<file path="src/rtl/bb_pkg.sv">
package bb_pkg;

  localparam int unsigned BB_AW = 32;
  localparam int unsigned BB_DW = 32;
  localparam int unsigned BB_BW = $clog2(BB_DW);

  // Size codes on m_size / t_size
  localparam logic [1:0] BB_SZ_BYTE = 2'd0;
  localparam logic [1:0] BB_SZ_HALF = 2'd1;
  localparam logic [1:0] BB_SZ_WORD = 2'd2;

  typedef enum logic [2:0] {
    ST_IDLE = 3'd0,
    ST_PASS = 3'd1,
    ST_RD   = 3'd2,
    ST_WR   = 3'd3,
    ST_RESP = 3'd4
  } bb_state_e;

endpackage

</file>
<file path="src/rtl/bb_rst_sync.sv">
module bb_rst_sync #(
  parameter int unsigned STAGES = 2
) (
  input  logic clk,
  input  logic rst_n,
  output logic rst_n_sync
);

  logic [STAGES-1:0] sync_q;

  always_ff @(posedge clk or negedge rst_n) begin
    if (!rst_n) sync_q <= '0;
    else        sync_q <= {sync_q[STAGES-2:0], 1'b1};
  end

  assign rst_n_sync = sync_q[STAGES-1];

endmodule

</file>
<file path="src/rtl/bb_region_dec.sv">
module bb_region_dec #(
  parameter int unsigned AW         = 32,
  parameter int unsigned BW         = 5,
  parameter logic [31:0] BASE       = 32'h2000_0000,
  parameter logic [31:0] SIZE       = 32'h0000_8000,
  parameter logic [31:0] ALIAS_OFS  = 32'h0200_0000,
  parameter logic [31:0] ALIAS_SPAN = 32'h0200_0000
) (
  input  logic [AW-3:0] addr_w,
  input  logic [1:0]    size,
  output logic          hit,
  output logic          err,
  output logic [AW-1:0] taddr,
  output logic [BW-1:0] bitpos
);

  localparam logic [31:0]   WIN_BYTE = BASE + ALIAS_OFS;
  localparam logic [AW-3:0] WIN_W    = WIN_BYTE[AW-1:2];
  localparam logic [AW-3:0] SPAN_W   = ALIAS_SPAN[AW-1:2];

  logic [AW-3:0] off_w;
  logic [AW-6:0] byte_off;
  logic          in_win;
  logic [AW-1:0] raw_addr;

  always_comb begin
    off_w    = addr_w - WIN_W;
    in_win   = (addr_w >= WIN_W) && (off_w < SPAN_W);
    byte_off = off_w[AW-3:3];
    hit      = in_win && ({5'd0, byte_off} < SIZE);
    err      = in_win && ({5'd0, byte_off} >= SIZE);
    raw_addr = BASE + {5'd0, byte_off};
    bitpos   = {byte_off[1:0], off_w[2:0]};
    unique case (size)
      2'd2:    taddr = {raw_addr[AW-1:2], 2'b00};
      2'd1:    taddr = {raw_addr[AW-1:1], 1'b0};
      default: taddr = raw_addr;
    endcase
  end

endmodule

</file>
<file path="src/rtl/bb_bit_merge.sv">
module bb_bit_merge #(
  parameter int unsigned DW = 32,
  parameter int unsigned BW = $clog2(DW)
) (
  input  logic [DW-1:0] rword,
  input  logic [BW-1:0] bitpos,
  input  logic          wbit,
  output logic [DW-1:0] mword,
  output logic          rbit
);

  for (genvar i = 0; i < DW; i++) begin : g_lane
    assign mword[i] = (bitpos == BW'(i)) ? wbit : rword[i];
  end

  assign rbit = rword[bitpos];

endmodule

</file>
<file path="src/rtl/bb_rmw_seq.sv">
module bb_rmw_seq
  import bb_pkg::*;
#(
  parameter int unsigned AW = 32,
  parameter int unsigned DW = 32,
  parameter int unsigned BW = $clog2(DW)
) (
  input  logic          clk,
  input  logic          rst_n,
  input  logic          m_valid,
  input  logic          m_write,
  input  logic [AW-1:0] m_addr,
  input  logic [1:0]    m_size,
  input  logic [DW-1:0] m_wdata,
  input  logic          dec_hit,
  input  logic          dec_err,
  input  logic [AW-1:0] dec_taddr,
  input  logic [BW-1:0] dec_bitpos,
  input  logic          t_ready,
  input  logic [DW-1:0] t_rdata,
  input  logic [DW-1:0] mrg_word,
  input  logic          mrg_bit,
  output logic          t_valid,
  output logic          t_write,
  output logic          t_lock,
  output logic [AW-1:0] t_addr,
  output logic [1:0]    t_size,
  output logic [DW-1:0] t_wdata,
  output logic          m_ready,
  output logic [DW-1:0] m_rdata,
  output logic          m_err,
  output logic [BW-1:0] sel_bitpos,
  output logic          sel_wbit,
  output logic [DW-1:0] held_word
);

  bb_state_e     state_q, state_d;
  logic          ld_req, ld_rdata, ld_merge;
  logic [DW-1:0] rdata_d;

  logic          write_q, alias_q, err_q, wbit_q;
  logic [1:0]    size_q;
  logic [AW-1:0] addr_q;
  logic [DW-1:0] wdata_q, rdata_q, held_q;
  logic [BW-1:0] bitpos_q;

  // next-state and enables
  always_comb begin
    state_d  = state_q;
    ld_req   = 1'b0;
    ld_rdata = 1'b0;
    ld_merge = 1'b0;
    rdata_d  = '0;
    unique case (state_q)
      ST_IDLE: begin
        if (m_valid) begin
          ld_req = 1'b1;
          if (dec_err) begin
            ld_rdata = 1'b1;
            state_d  = ST_RESP;
          end else if (dec_hit) begin
            state_d = ST_RD;
          end else begin
            state_d = ST_PASS;
          end
        end
      end
      ST_PASS: begin
        if (t_ready) begin
          ld_rdata = 1'b1;
          rdata_d  = write_q ? '0 : t_rdata;
          state_d  = ST_RESP;
        end
      end
      ST_RD: begin
        if (t_ready) begin
          ld_merge = 1'b1;
          ld_rdata = 1'b1;
          if (write_q) begin
            state_d = ST_WR;
          end else begin
            rdata_d = {{(DW-1){1'b0}}, mrg_bit};
            state_d = ST_RESP;
          end
        end
      end
      ST_WR: begin
        if (t_ready) state_d = ST_RESP;
      end
      ST_RESP: state_d = ST_IDLE;
      default: state_d = ST_IDLE;
    endcase
  end

  // registers
  always_ff @(posedge clk or negedge rst_n) begin
    if (!rst_n) begin
      state_q  <= ST_IDLE;
      write_q  <= 1'b0;
      alias_q  <= 1'b0;
      err_q    <= 1'b0;
      wbit_q   <= 1'b0;
      size_q   <= 2'd0;
      addr_q   <= '0;
      wdata_q  <= '0;
      rdata_q  <= '0;
      held_q   <= '0;
      bitpos_q <= '0;
    end else begin
      state_q <= state_d;
      if (ld_req) begin
        write_q  <= m_write;
        alias_q  <= dec_hit;
        err_q    <= dec_err;
        wbit_q   <= m_wdata[0];
        size_q   <= m_size;
        addr_q   <= (dec_hit || dec_err) ? dec_taddr : m_addr;
        wdata_q  <= m_wdata;
        bitpos_q <= dec_bitpos;
      end else if (ld_merge && write_q) begin
        wdata_q <= mrg_word;
      end
      if (ld_merge) held_q  <= t_rdata;
      if (ld_rdata) rdata_q <= rdata_d;
    end
  end

  assign t_valid    = (state_q == ST_PASS) || (state_q == ST_RD) || (state_q == ST_WR);
  assign t_write    = (state_q == ST_WR) || ((state_q == ST_PASS) && write_q);
  assign t_lock     = alias_q && write_q && ((state_q == ST_RD) || (state_q == ST_WR));
  assign t_addr     = addr_q;
  assign t_size     = size_q;
  assign t_wdata    = wdata_q;
  assign m_ready    = (state_q == ST_RESP);
  assign m_rdata    = rdata_q;
  assign m_err      = err_q;
  assign sel_bitpos = bitpos_q;
  assign sel_wbit   = wbit_q;
  assign held_word  = held_q;

  assert_resp_pulse_R9: assert property (@(posedge clk) disable iff (!rst_n)
    m_ready |=> !m_ready);

  assert_tgt_hold_R9: assert property (@(posedge clk) disable iff (!rst_n)
    (t_valid && !t_ready) |=> (t_valid && $stable(t_addr) && $stable(t_write)));

  assert_err_quiet_R8: assert property (@(posedge clk) disable iff (!rst_n)
    (m_ready && m_err) |-> (m_rdata == '0 && !$past(t_valid)));

  assert_rmw_pair_R6: assert property (@(posedge clk) disable iff (!rst_n)
    $rose(t_valid && t_write && t_lock) |->
      ($past(t_valid && !t_write && t_lock && t_ready) && t_addr == $past(t_addr)));

  assert_alias_rd_R5: assert property (@(posedge clk) disable iff (!rst_n)
    (m_ready && alias_q && !write_q) |-> (m_rdata[DW-1:1] == '0));

endmodule

</file>
<file path="src/rtl/bb_bridge.sv">
module bb_bridge
  import bb_pkg::*;
#(
  parameter int unsigned NREG        = 2,
  parameter logic [NREG*32-1:0] REGION_BASE = {32'h4000_0000, 32'h2000_0000},
  parameter logic [NREG*32-1:0] REGION_SIZE = {32'h0010_0000, 32'h0000_8000},
  parameter logic [31:0] ALIAS_OFS   = 32'h0200_0000,
  parameter logic [31:0] ALIAS_SPAN  = 32'h0200_0000
) (
  input  logic              clk,
  input  logic              rst_n,
  input  logic              m_valid,
  input  logic              m_write,
  input  logic [BB_AW-1:0]  m_addr,
  input  logic [1:0]        m_size,
  input  logic [BB_DW-1:0]  m_wdata,
  output logic              m_ready,
  output logic [BB_DW-1:0]  m_rdata,
  output logic              m_err,
  output logic              t_valid,
  output logic              t_write,
  output logic              t_lock,
  output logic [BB_AW-1:0]  t_addr,
  output logic [1:0]        t_size,
  output logic [BB_DW-1:0]  t_wdata,
  input  logic              t_ready,
  input  logic [BB_DW-1:0]  t_rdata
);

  localparam int unsigned AW = BB_AW;
  localparam int unsigned DW = BB_DW;
  localparam int unsigned BW = BB_BW;

  logic rst_n_s;

  bb_rst_sync #(.STAGES(2)) u_rst (
    .clk(clk), .rst_n(rst_n), .rst_n_sync(rst_n_s)
  );

  logic [NREG-1:0]         hit_v, err_v;
  logic [NREG-1:0][AW-1:0] taddr_v;
  logic [NREG-1:0][BW-1:0] bpos_v;

  for (genvar r = 0; r < NREG; r++) begin : g_region
    bb_region_dec #(
      .AW(AW), .BW(BW),
      .BASE(REGION_BASE[r*32 +: 32]),
      .SIZE(REGION_SIZE[r*32 +: 32]),
      .ALIAS_OFS(ALIAS_OFS),
      .ALIAS_SPAN(ALIAS_SPAN)
    ) u_dec (
      .addr_w(m_addr[AW-1:2]), .size(m_size),
      .hit(hit_v[r]), .err(err_v[r]),
      .taddr(taddr_v[r]), .bitpos(bpos_v[r])
    );
  end

  logic          dec_hit, dec_err;
  logic [AW-1:0] dec_taddr;
  logic [BW-1:0] dec_bitpos;

  always_comb begin
    dec_hit    = |hit_v;
    dec_err    = |err_v;
    dec_taddr  = '0;
    dec_bitpos = '0;
    for (int r = 0; r < NREG; r++) begin
      if (hit_v[r] || err_v[r]) begin
        dec_taddr  = taddr_v[r];
        dec_bitpos = bpos_v[r];
      end
    end
  end

  logic [DW-1:0] mrg_word, held_word;
  logic          mrg_bit, sel_wbit;
  logic [BW-1:0] sel_bitpos;

  bb_bit_merge #(.DW(DW), .BW(BW)) u_merge (
    .rword(t_rdata), .bitpos(sel_bitpos), .wbit(sel_wbit),
    .mword(mrg_word), .rbit(mrg_bit)
  );

  bb_rmw_seq #(.AW(AW), .DW(DW), .BW(BW)) u_seq (
    .clk(clk), .rst_n(rst_n_s),
    .m_valid(m_valid), .m_write(m_write), .m_addr(m_addr),
    .m_size(m_size), .m_wdata(m_wdata),
    .dec_hit(dec_hit), .dec_err(dec_err),
    .dec_taddr(dec_taddr), .dec_bitpos(dec_bitpos),
    .t_ready(t_ready), .t_rdata(t_rdata),
    .mrg_word(mrg_word), .mrg_bit(mrg_bit),
    .t_valid(t_valid), .t_write(t_write), .t_lock(t_lock),
    .t_addr(t_addr), .t_size(t_size), .t_wdata(t_wdata),
    .m_ready(m_ready), .m_rdata(m_rdata), .m_err(m_err),
    .sel_bitpos(sel_bitpos), .sel_wbit(sel_wbit), .held_word(held_word)
  );

  assert_single_bit_R4: assert property (@(posedge clk) disable iff (!rst_n_s)
    (t_valid && t_write && t_lock) |-> ($countones(t_wdata ^ held_word) <= 1));

  assert_bit_value_R3: assert property (@(posedge clk) disable iff (!rst_n_s)
    (t_valid && t_write && t_lock) |-> (t_wdata[sel_bitpos] == sel_wbit));

  assert_lock_scope_R6: assert property (@(posedge clk) disable iff (!rst_n_s)
    t_lock |-> t_valid);

  assert_one_window_R2: assert property (@(posedge clk) disable iff (!rst_n_s)
    $onehot0(hit_v | err_v));

endmodule

</file>
<file path="config.mk">
export PLATFORM = sky130hd
export DESIGN_NAME = bb_bridge
export DESIGN_NICKNAME = d
export VERILOG_FILES = /design/src/rtl/bb_pkg.sv /design/src/rtl/bb_rst_sync.sv /design/src/rtl/bb_region_dec.sv /design/src/rtl/bb_bit_merge.sv /design/src/rtl/bb_rmw_seq.sv /design/src/rtl/bb_bridge.sv
export SDC_FILE = /design/constraint.sdc
export NUM_CORES = 1
export LEC_CHECK = 0
export ABC_AREA = 1
export ABC_CLOCK_PERIOD_IN_PS = 4750
export BUFFER_PORTS_ARGS = -buffer_cell sky130_fd_sc_hd__buf_4
export CAP_MARGIN = 30
export CORE_MARGIN = 2
export CORE_UTILIZATION = 52
export CTS_BUF_LIST = sky130_fd_sc_hd__clkbuf_4 sky130_fd_sc_hd__clkbuf_8
export DETAILED_ROUTE_END_ITERATION = 8
export HOLD_SLACK_MARGIN = 0.15
export PLACE_DENSITY_LB_ADDON = 0.1
export RECOVER_POWER = 100
export SETUP_SLACK_MARGIN = 0.3
export SLEW_MARGIN = 20
export SYNTH_ARGS = -nofsm -noshare
export SYNTH_HDL_FRONTEND = slang
export SYNTH_SLANG_ARGS = --single-unit
</file>
<file path="constraint.sdc">
create_clock -name clk -period 4.75 [get_ports clk]
set_input_delay 0.2375 -clock clk [delete_from_list [all_inputs] [get_ports clk]]
set_output_delay 0.2375 -clock clk [all_outputs]
set_load 0.01 [all_outputs]
</file>
* Yosys cells after proc, flatten, opt, wreduce, memory -nomap -nowiden
Cells that the tools add are included.
Word-level totals: word-level logic and storage cells 151, bits of input ports 103, register bits after elaboration 112
Cells by class: muxes and demuxes 62, $add $sub $neg 4, reduce and logical (&&, ||, !) cells 25, order comparisons 9, equality and inequality tests 40
Operator list (count):
- $mux W32 | 7
- $eq A5 B5 Y1 const B | 16
- $pmux W32 S2 | 1
- $lt A30 B24 Y1 const B | 2
- $eq A5 B4 Y1 const B | 8
- $mux W1 | 40
- $add A31 B27 Y32 const A | 1
- $add A30 B27 Y31 const A | 1
- $mux W31 | 1
- $ge A30 B28 Y1 const B | 1
- $ge A30 B29 Y1 const B | 1
- $sub A30 B28 Y30 const B | 1
- $sub A30 B29 Y30 const B | 1
- $ge A27 B16 Y1 const B | 1
- $ge A27 B21 Y1 const B | 1
- $lt A27 B16 Y1 const B | 1
- $lt A27 B21 Y1 const B | 1
- $eq A5 B3 Y1 const B | 4
- $mux W3 | 5
- $eq A5 B2 Y1 const B | 2
- $logic_and A1 B1 Y1 | 10
- $mux W5 | 2
- $pmux W3 S3 | 1
- $pmux W2 S2 | 2
- 18 further kinds | 29

* Longest topological paths before layout
Gate-level depths: netlist (run 1).
word-level depth 9, mapped depth 15, gate-level depth less buffers 14

* Hierarchy
From an unflattened synthesis (run 1), not the netlist that was laid out.
Unflattened totals: cells, all modules 1322, area, all modules 9107.5 µm²
By module, submodules not included:
- bb_rmw_seq | times used 1, cells an instance 822, seq. area each 3553.4 µm², area an instance 6545.0 µm²
- bb_bit_merge | times used 1, cells an instance 204, seq. area each 0.0 µm², area an instance 927.1 µm²
- bb_bridge | times used 1, cells an instance 128, seq. area each 0.0 µm², area an instance 626.9 µm²
- bb_region_dec (g_region[1].u_dec) | times used 1, cells an instance 92, seq. area each 0.0 µm², area an instance 519.2 µm²
- bb_region_dec (g_region[0].u_dec) | times used 1, cells an instance 73, seq. area each 0.0 µm², area an instance 435.4 µm²
- bb_rst_sync | times used 1, cells an instance 3, seq. area each 50.0 µm², area an instance 53.8 µm²

* Least setup slack after synthesis (run 1)
OpenSTA, ideal clock, no wires.
kind input port to flip-flop, from input m_addr[25], to register u_seq.addr_q[17] (netlist: u_seq.t_addr[17]), arrival 1.638 ns, slack 2.988 ns, data required time 4.626 ns, stages 13, path through inv_1 ha_1 nand2_1 a21oi_2 nand3_1 nor2_2 nand2_2 nand2_4 inv_4 buf_6 buf_8 nand3_2 nand3_1
Between the ends: longest elaborated chain between the ends 8, elaborated cells on any way between the ends 24
RTL lines:
- start, declared | line bb_bridge.sv:14 | input logic [BB_AW-1:0] m_addr,
- $sub A30 B28 Y30 | line bb_region_dec.sv:27 | off_w = addr_w - WIN_W;
- $lt A30 B24 Y1 | line bb_region_dec.sv:28 | in_win = (addr_w >= WIN_W) && (off_w < SPAN_W);
- $logic_and A1 B1 Y1 | line bb_region_dec.sv:28
- $logic_and A1 B1 Y1 (on tied branches) | line bb_region_dec.sv:30, bb_region_dec.sv:31
- $logic_or A1 B1 Y1 | line bb_bridge.sv:68 | if (hit_v[r] || err_v[r]) begin
- $mux W31 | line bb_bridge.sv:68
- $mux W32 | line bb_bridge.sv:68
- $mux W32 * | line bb_rmw_seq.sv:117 | addr_q <= (dec_hit || dec_err) ? dec_taddr : m_addr;
- end signal, assigned | line bb_rmw_seq.sv:117
- end, declared | line bb_rmw_seq.sv:43 | logic [AW-1:0] addr_q;
Every way passes the cells marked *; elsewhere a longest branch is shown, timed or not. A chain may end at the register's enable or synchronous reset.

* Worst setup path after layout (run 1)
from register u_seq.state_q[1], to register u_seq.rdata_q[8] (netlist: u_seq.m_rdata[8])
Between the ends: longest elaborated chain between the ends 3, elaborated cells on any way between the ends 6
RTL lines:
- start, declared | line bb_rmw_seq.sv:37 | bb_state_e state_q, state_d;
- start signal, assigned | line bb_rmw_seq.sv:110 | state_q <= state_d;
- $eq A3 B2 Y1 or $eq A3 B1 Y1 (tied branches) | line bb_rmw_seq.sv:54 | unique case (state_q)
- $reduce_or A2 Y1 (no source line)
- $pmux W1 S2 | line bb_rmw_seq.sv:54
- end signal, assigned | line bb_rmw_seq.sv:124 | if (ld_rdata) rdata_q <= rdata_d;
- end, declared | line bb_rmw_seq.sv:44 | logic [DW-1:0] wdata_q, rdata_q, held_q;
Several ways; a longest one is shown, not always the timed one.

==> results of run 1 <==
state kept, by name, indices dropped and copies added (netlist names):
| name | count |
|---|---|
| u_seq.m_rdata | 32 |
| u_seq.t_addr | 32 |
| u_seq.t_wdata | 32 |
| u_seq.sel_bitpos | 5 |
| u_seq.state_q | 3 |
| u_rst.sync_q | 2 |
| u_seq.t_size | 2 |
| u_seq.alias_q | 1 |
| u_seq.m_err | 1 |
| u_seq.sel_wbit | 1 |
| u_seq.write_q | 1 |
where the power goes:
part	leakage, nW	internal [mW]	switching (mW)
Sequential	1.41	1.36	0.263
Clock	0.0989	0.261	0.342
Combinational	2.17	0.583	1.06
worst min path at each step:
stage                     depth (start not counted)  startpoint                         to
after floorplan                                   0       rst_n  u_rst.sync_q[0]$_DFF_PN0_
after CTS                                         2       rst_n  u_rst.sync_q[1]$_DFF_PN0_
after global placement                            1       rst_n  u_rst.sync_q[0]$_DFF_PN0_
after detailed placement                          1       rst_n  u_rst.sync_q[0]$_DFF_PN0_
after global routing                              2       rst_n  u_rst.sync_q[0]$_DFF_PN0_
final                                             2       rst_n  u_rst.sync_q[0]$_DFF_PN0_
area by class of cell:
type	instances	area [µm²]	area share (%)
timing repair buffer	270	1782	22.82
sequential	112	2803	35.89
clock buffer	10	137.6	1.763
tap	140	175.2	2.243
inverter	69	262.8	3.365
multi-input combinational	526	2581	33.06
clock inverter	6	67.56	0.8652
stage by stage:
step / area [µm²] / instances / hold slack [ns] / worst slack (ns) / utilization, %
2_1_floorplan: 5907 / 747 / -0.05809 / 1.399 / -
3_3_place_gp: 7422 / 1054 / 0.02040 / 1.709 / 67.58
3_5_place_dp: 7441 / 1056 / 0.02284 / 1.598 / 67.75
4_1_cts: 8227 / 1130 / 0.1515 / 1.457 / 74.90
5_1_grt: 7809 / 1133 / 0.1659 / 0.7503 / 71.10
6_report: 7809 / 1133 / 0.1605 / 1.064 / 71.10
metal layers:
metal,vias up,track usage [%]
met2,313,52.60
met5,-,0
li1,2972,-
met3,51,6.422
met4,0,14.00
met1,3009,38.92
synth_stat cells (2+ instances only):
master,count
or2_2,5
nor3_1,5
o211ai_1,7
clkbuf_1,18
inv_1,63
o22ai_2,5
a311oi_1,2
a211oi_1,29
nand2_4,3
ha_1,3
inv_2,3
nand2_1,186
a21oi_1,6
a22oi_1,16
o21ai_0,94
buf_2,15
o21ai_1,23
buf_6,5
nand3_2,3
a31oi_1,2
nor2_1,56
nand2_2,3
nor2_2,4
nand3_1,65
dfrtp_1,112
repair_timing:
action,CTS,global route
hold buffers,58,0
endpoints found under the hold margin,59,0
setup endpoints to repair,0,0
worst register-to-register path, cell delays in order, from the launching register on:
cell      delay (ns)
dfrtp_1         0.40
nor2_1          0.08
clkinv_1        0.06
nor2_1          0.09
nand2_4         0.59
clkinv_2        0.81
a21oi_2         1.22
nand2_1         0.19
o21ai_0         0.16
logic make-up after synthesis:
logic type               Yosys count
AND/OR/NAND/NOR                  333
AO/OA/AOI/OAI                    189
flip-flops                       112
other                              1
buffers and inverters            109
adder cells (fa/ha/maj)            3
==> impl_metrics.py, run 1 <==
metrics = {
    "sta": {
        "fmax_mhz": 271.3,
        "tightest_slew_ns": 2.265,
        "min_period_ns": 3.686,
        "slew_headroom_pct": -51.03,
        "finClkSkew_ns": 0.007634,
        "grt_setup_unrepaired": "false",
        "fin_setup_tns_ns": 0,
        "setup_viol": 0,
        "drv_slew": 83,
        "fin_crit_sh_pct": 77.60,
        "final_hold_viol_count": 0,
    },
    "critical_path": {
        "path_buf_inv": 2,
        "critical_path.slowest_cell": "a21oi_2",
        "critical_path_depth": 8,
        "slowest_delay_ns": 1.21,
        "crit_top_cell": "nor2_1",
        "reg2reg_depth": 8,
        "critPathLaunchType": "flip-flop",
        "r2r_end": "u_seq.m_rdata[8]$_DFFE_PN0P_",
        "critPathMaxFanout": 78,
        "critPathKind": "reg -> reg",
        "worstPathCellList": "nor2_1, clkinv_1, nor2_1, nand2_4, clkinv_2, a21oi_2, nand2_1, o21ai_0",
        "cp-end-kind": "flip-flop",
        "reg2reg_from": "u_seq.state_q[1]$_DFFE_PN0P_",
        "startpoint": "u_seq.state_q[1]$_DFFE_PN0P_",
        "cp_data_arrival_time_ns": 3.98,
        "critPathCapture": "u_seq.m_rdata[8]$_DFFE_PN0P_",
        "cp_top_family": "compound AO/OA/AOI/OAI gates",
        "worst-endpoint-required_ns": 5.04,
        "r2r_setup_slack_ns": 1.06,
    },
    "detailed_routing": {
        "vias": 6345,
        "wl_met3_um": 1501,
        "wirelength_um": 19080,
        "wl_per_cell_um": 16.84,
        "viasPerCell": 5.600,
        "met1_length_um": 7684,
        "drc": 0,
        "wl_met2_um": 9286,
        "top_layer": "met4",
        "ant_nets": 0,
        "dr.pass1.iters": 6,
        "drt-initial-drc-count": 371,
    },
    "synthesis": {
        "yosysUniqueCellTypes": 39,
        "synth-xor-area-share_pct": 0,
        "yosysSeqAreaShare_pct": 47.45,
        "synthAdderAreaFrac_pct": 0.6355,
        "avgSynthCellArea_um2": 7.908,
        "muxShareOfSynthArea_pct": 0,
        "synth.top_cell.area_share_pct": 47.45,
        "async_flop_share_pct": 100.0,
        "ys_ff_latch": 112,
        "ys.flop_type": "dfrtp_1",
        "synth_compound_area_share_pct": 19.42,
        "ys.warnings.count": 0,
        "synth_top_cell_by_area": "dfrtp_1",
        "synth_edf_count": 0,
        "synth_area_leaders": "dfrtp_1 47%, nand2_1 12%, o21ai_0 8.0%",
        "synth_top_family_by_area": "simple AND/OR/NAND/NOR gates",
        "syn_area_mm2": 0.005907,
        "yosys.area_share.simple_pct": 24.30,
        "synth.net_count": 853,
        "synth_cells": 747,
    },
    "global_route": {
        "grt_max_degree": 79,
        "grt_pass1_vias": 6408,
        "grt_usage_pct": 31.25,
        "grt_pass1_wl_um": 31370,
        "grt_antenna_before_repair": 0,
        "grt_overflow": 0,
    },
    "clocking": {
        "cts.clk_slew.worst_paths_ns": 0.11,
        "clkLatencyLatePin_ns": 0.38,
        "post_cts_resized": 0,
        "cts-root-buf": "clkbuf_8",
        "clock_path_buffers": 2,
        "clock-sinks": 112,
        "cts_tree": "yes",
        "post_cts_buffers": 0,
        "cts_buffers": 9,
        "h-tree-depth": 3,
    },
    "finish": {
        "layout-drive-gt1-share_pct": 14.60,
        "diodes": 0,
        "fillerInstances": 955,
        "mostFrequentLayoutCell": "nand2_1",
        "most-common-layout-cells": "190 x nand2_1, 116 x o21ai_0, 112 x dfrtp_1",
        "nets": 1094,
        "area_delta_synth_final_pct": 32.20,
    },
    "pwr": {
        "p_total_mw": 3.863,
        "peakVddDrop_mv": 0.2550,
        "powerDensity_mw_per_mm2": 494.7,
        "p_leak_nw": 3.676,
    },
    "place": {
        "dpl.hpwl_um": 13000,
        "gp_congestion": 0.8347,
        "portBuffers": 205,
    },
    "die": {
        "die_area_mm2": 0.01223,
        "die_w_um": 110.6,
        "start_util_pct": 53.78,
        "core_mm2": 0.01098,
        "die_h_um": 110.6,
        "top_level_ports": 206,
        "rows": 38,
    },
    "run_status": {
        "failed_checks": "capacitance limit, slew limit",
        "status": "complete, but fails checks",
    },
    "flow_run": {
        "maxCapViolCount": 2,
    },
    "min_path": {
        "min_path_type": "in -> async",
    },
}
Note: power is estimated with default switching activity, not from simulation.
==> run 2, diff against run 1 <==
--- a/config.mk
+++ b/config.mk
@@ -6,7 +6,7 @@
 export NUM_CORES = 1
 export LEC_CHECK = 0
 export ABC_AREA = 1
-export ABC_CLOCK_PERIOD_IN_PS = 4750
+export ABC_CLOCK_PERIOD_IN_PS = 3800
 export BUFFER_PORTS_ARGS = -buffer_cell sky130_fd_sc_hd__buf_4
 export CAP_MARGIN = 30
 export CORE_MARGIN = 2
==> constraint.sdc (replaced) <==
create_clock -name clk -period 3.8 [get_ports clk]
set_input_delay 0.19 -clock clk [delete_from_list [all_inputs] [get_ports clk]]
set_output_delay 0.19 -clock clk [all_outputs]
set_load 0.01 [all_outputs]
==> impl_metrics.py, run 2 (synthesis results as in run 1) <==
metrics = {
    "run_status": {
        "status": "complete, but fails checks",
        "failed_checks": "capacitance limit, slew limit",
    },
    "pwr": {
        "p_leak_nw": 3.859,
        "p_total_mw": 4.903,
        "switchingPower_mw": 2.133,
        "combPwrFrac_pct": 44.3,
        "cell_internal_pwr_mw": 2.770,
        "powerDensity_mw_per_mm2": 595.9,
        "seq_power_share_pct": 41.4,
        "power_switching_share_pct": 43.51,
        "p_clk_share_pct": 14.3,
        "peakVddDrop_mv": 0.3252,
    },
    "finish": {
        "area_delta_synth_final_pct": 39.29,
        "fillerInstances": 907,
        "mostFrequentLayoutCell": "nand2_1",
        "layout-drive-gt1-share_pct": 14.80,
        "final-seq-area_mm2": 0.002803,
        "final_util_pct": 74.91,
        "diodes": 0,
        "nets": 1135,
        "most-common-layout-cells": "188 x nand2_1, 114 x o21ai_0, 112 x dfrtp_1",
        "multiInputGateArea_mm2": 0.002610,
        "fin_cells": 1174,
    },
    "sta": {
        "fin_crit_sh_pct": 84.15,
        "tightest_slew_ns": 2.178,
        "final_hold_viol_count": 0,
        "fin_ws_ns": 0.6022,
        "setup_viol": 0,
        "grt_setup_unrepaired": "false",
        "fin_setup_tns_ns": 0,
        "finClkSkew_ns": 0.01112,
        "slew_headroom_pct": -45.20,
        "min_period_ns": 3.198,
        "drv_slew": 54,
        "fmax_mhz": 312.7,
    },
    "critical_path": {
        "critPathMaxFanout": 57,
        "cp-end-kind": "flip-flop",
        "critPathLaunchType": "flip-flop",
        "cp_data_arrival_time_ns": 3.51,
        "worst-endpoint-required_ns": 4.12,
        "critPathKind": "reg -> reg",
    },
    "flow_run": {
        "maxCapViolCount": 1,
    },
    "global_route": {
        "grt_overflow": 0,
        "grt_max_degree": 58,
        "grt_pass1_vias": 6576,
        "grt_pass1_wl_um": 33260,
        "grt_antenna_before_repair": 0,
        "grt_usage_pct": 33.14,
    },
    "die": {
        "die_h_um": 110.6,
        "start_util_pct": 53.78,
        "die_w_um": 110.6,
        "die_area_mm2": 0.01223,
        "top_level_ports": 206,
        "core_mm2": 0.01098,
        "rows": 38,
    },
    "detailed_routing": {
        "drc": 0,
        "drt-initial-drc-count": 575,
        "wirelength_um": 20290,
        "vias": 6539,
        "dr.pass1.iters": 5,
        "wl_per_cell_um": 17.28,
        "viasPerCell": 5.570,
        "ant_nets": 0,
    },
    "clocking": {
        "cts_tree": "yes",
        "h-tree-depth": 3,
        "clock-sinks": 112,
        "cts.clk_slew.worst_paths_ns": 0.11,
        "cts_buffers": 9,
        "clkLatencyLatePin_ns": 0.38,
        "cts-root-buf": "clkbuf_8",
        "post_cts_resized": 0,
        "clock_path_buffers": 2,
    },
    "place": {
        "gp_congestion": 0.8197,
        "dpl_worst_slack_ns": 1.216,
        "dp_cells": 1060,
        "portBuffers": 205,
        "dpl.hpwl_um": 13280,
    },
    "min_path": {
        "min_path_type": "in -> reg",
    },
}
[run 2: final timing paths]
check / start / endpoint / slack (ns) / cells after the start
worst min-delay path: m_wdata[30] / u_seq.t_wdata[30]$_DFFE_PN0P_ / 0.16 / 3
worst max-delay path: u_seq.state_q[1]$_DFFE_PN0P_ / u_seq.t_addr[13]$_DFFE_PN0P_ / 0.60 / 9
max in group asynchronous: u_rst.sync_q[1]$_DFF_PN0_ / u_seq.t_addr[25]$_DFFE_PN0P_ / 1.10 / 1
worst max register to register: u_seq.state_q[1]$_DFFE_PN0P_ / u_seq.t_addr[13]$_DFFE_PN0P_ / 0.60 / 9
min in group asynchronous: rst_n / u_rst.sync_q[0]$_DFF_PN0_ / 0.67 / 3
worst min register to register: u_rst.sync_q[0]$_DFF_PN0_ / u_rst.sync_q[1]$_DFF_PN0_ / 0.36 / 0
[run 2: repair_timing]
action / CTS / global route
hold endpoints to repair: 93 / 1
hold buffers: 96 / 1
buffers inserted: 0 / 0
[run 2: metal layers]
| layer | wire length (µm) | GRT usage (%) | share of wire, % |
|---|---|---|---|
| met1 | 7934 | 41.10 | 39 |
| met5 | 0 | 0 | 0 |
| met4 | 610 | 10.92 | 3.0 |
| met2 | 9958 | 56.52 | 49 |
| met3 | 1781 | 8.617 | 8.8 |
[run 2: power by group through the flow]
stage,logic (mW),registers [mW],clock network [mW]
global placement,2.26,2.03,0
finish,2.17,2.03,0.702
CTS,2.51,2.03,0.701
detailed placement,2.34,2.04,0
global route,2.41,2.08,0.757
floorplan,1.02,2.22,0
[run 2: critical path: stages, from the launching register on]
cell and delay (ns):
dfrtp_1 0.44, nor2_1 0.20, clkinv_1 0.12, nor2_2 0.21
nand2_4 0.19, clkbuf_2 0.69, nor2_8 0.47, nand2_1 0.12
o211ai_1 0.11, dlygate4sd3_1 0.57
[run 2: through the flow]
| step | hold WS (ns) | instance area [µm²] |
|---|---|---|
| after floorplan | -0.1056 | 5907 |
| after global placement | -0.02744 | 7437 |
| after detailed placement | -0.02538 | 7471 |
| after CTS | 0.1511 | 8618 |
| after global routing | 0.1642 | 8228 |
| final | 0.1553 | 8228 |
[run 2: cell type report]
class                      instances  share of cell area (%)
inverter                          69                   3.193
clock inverter                     5                  0.5018
tap                              140                   2.129
timing repair buffer             311                   26.63
sequential                       112                   34.06
multi-input combinational        526                   31.72
clock buffer                      11                   1.764
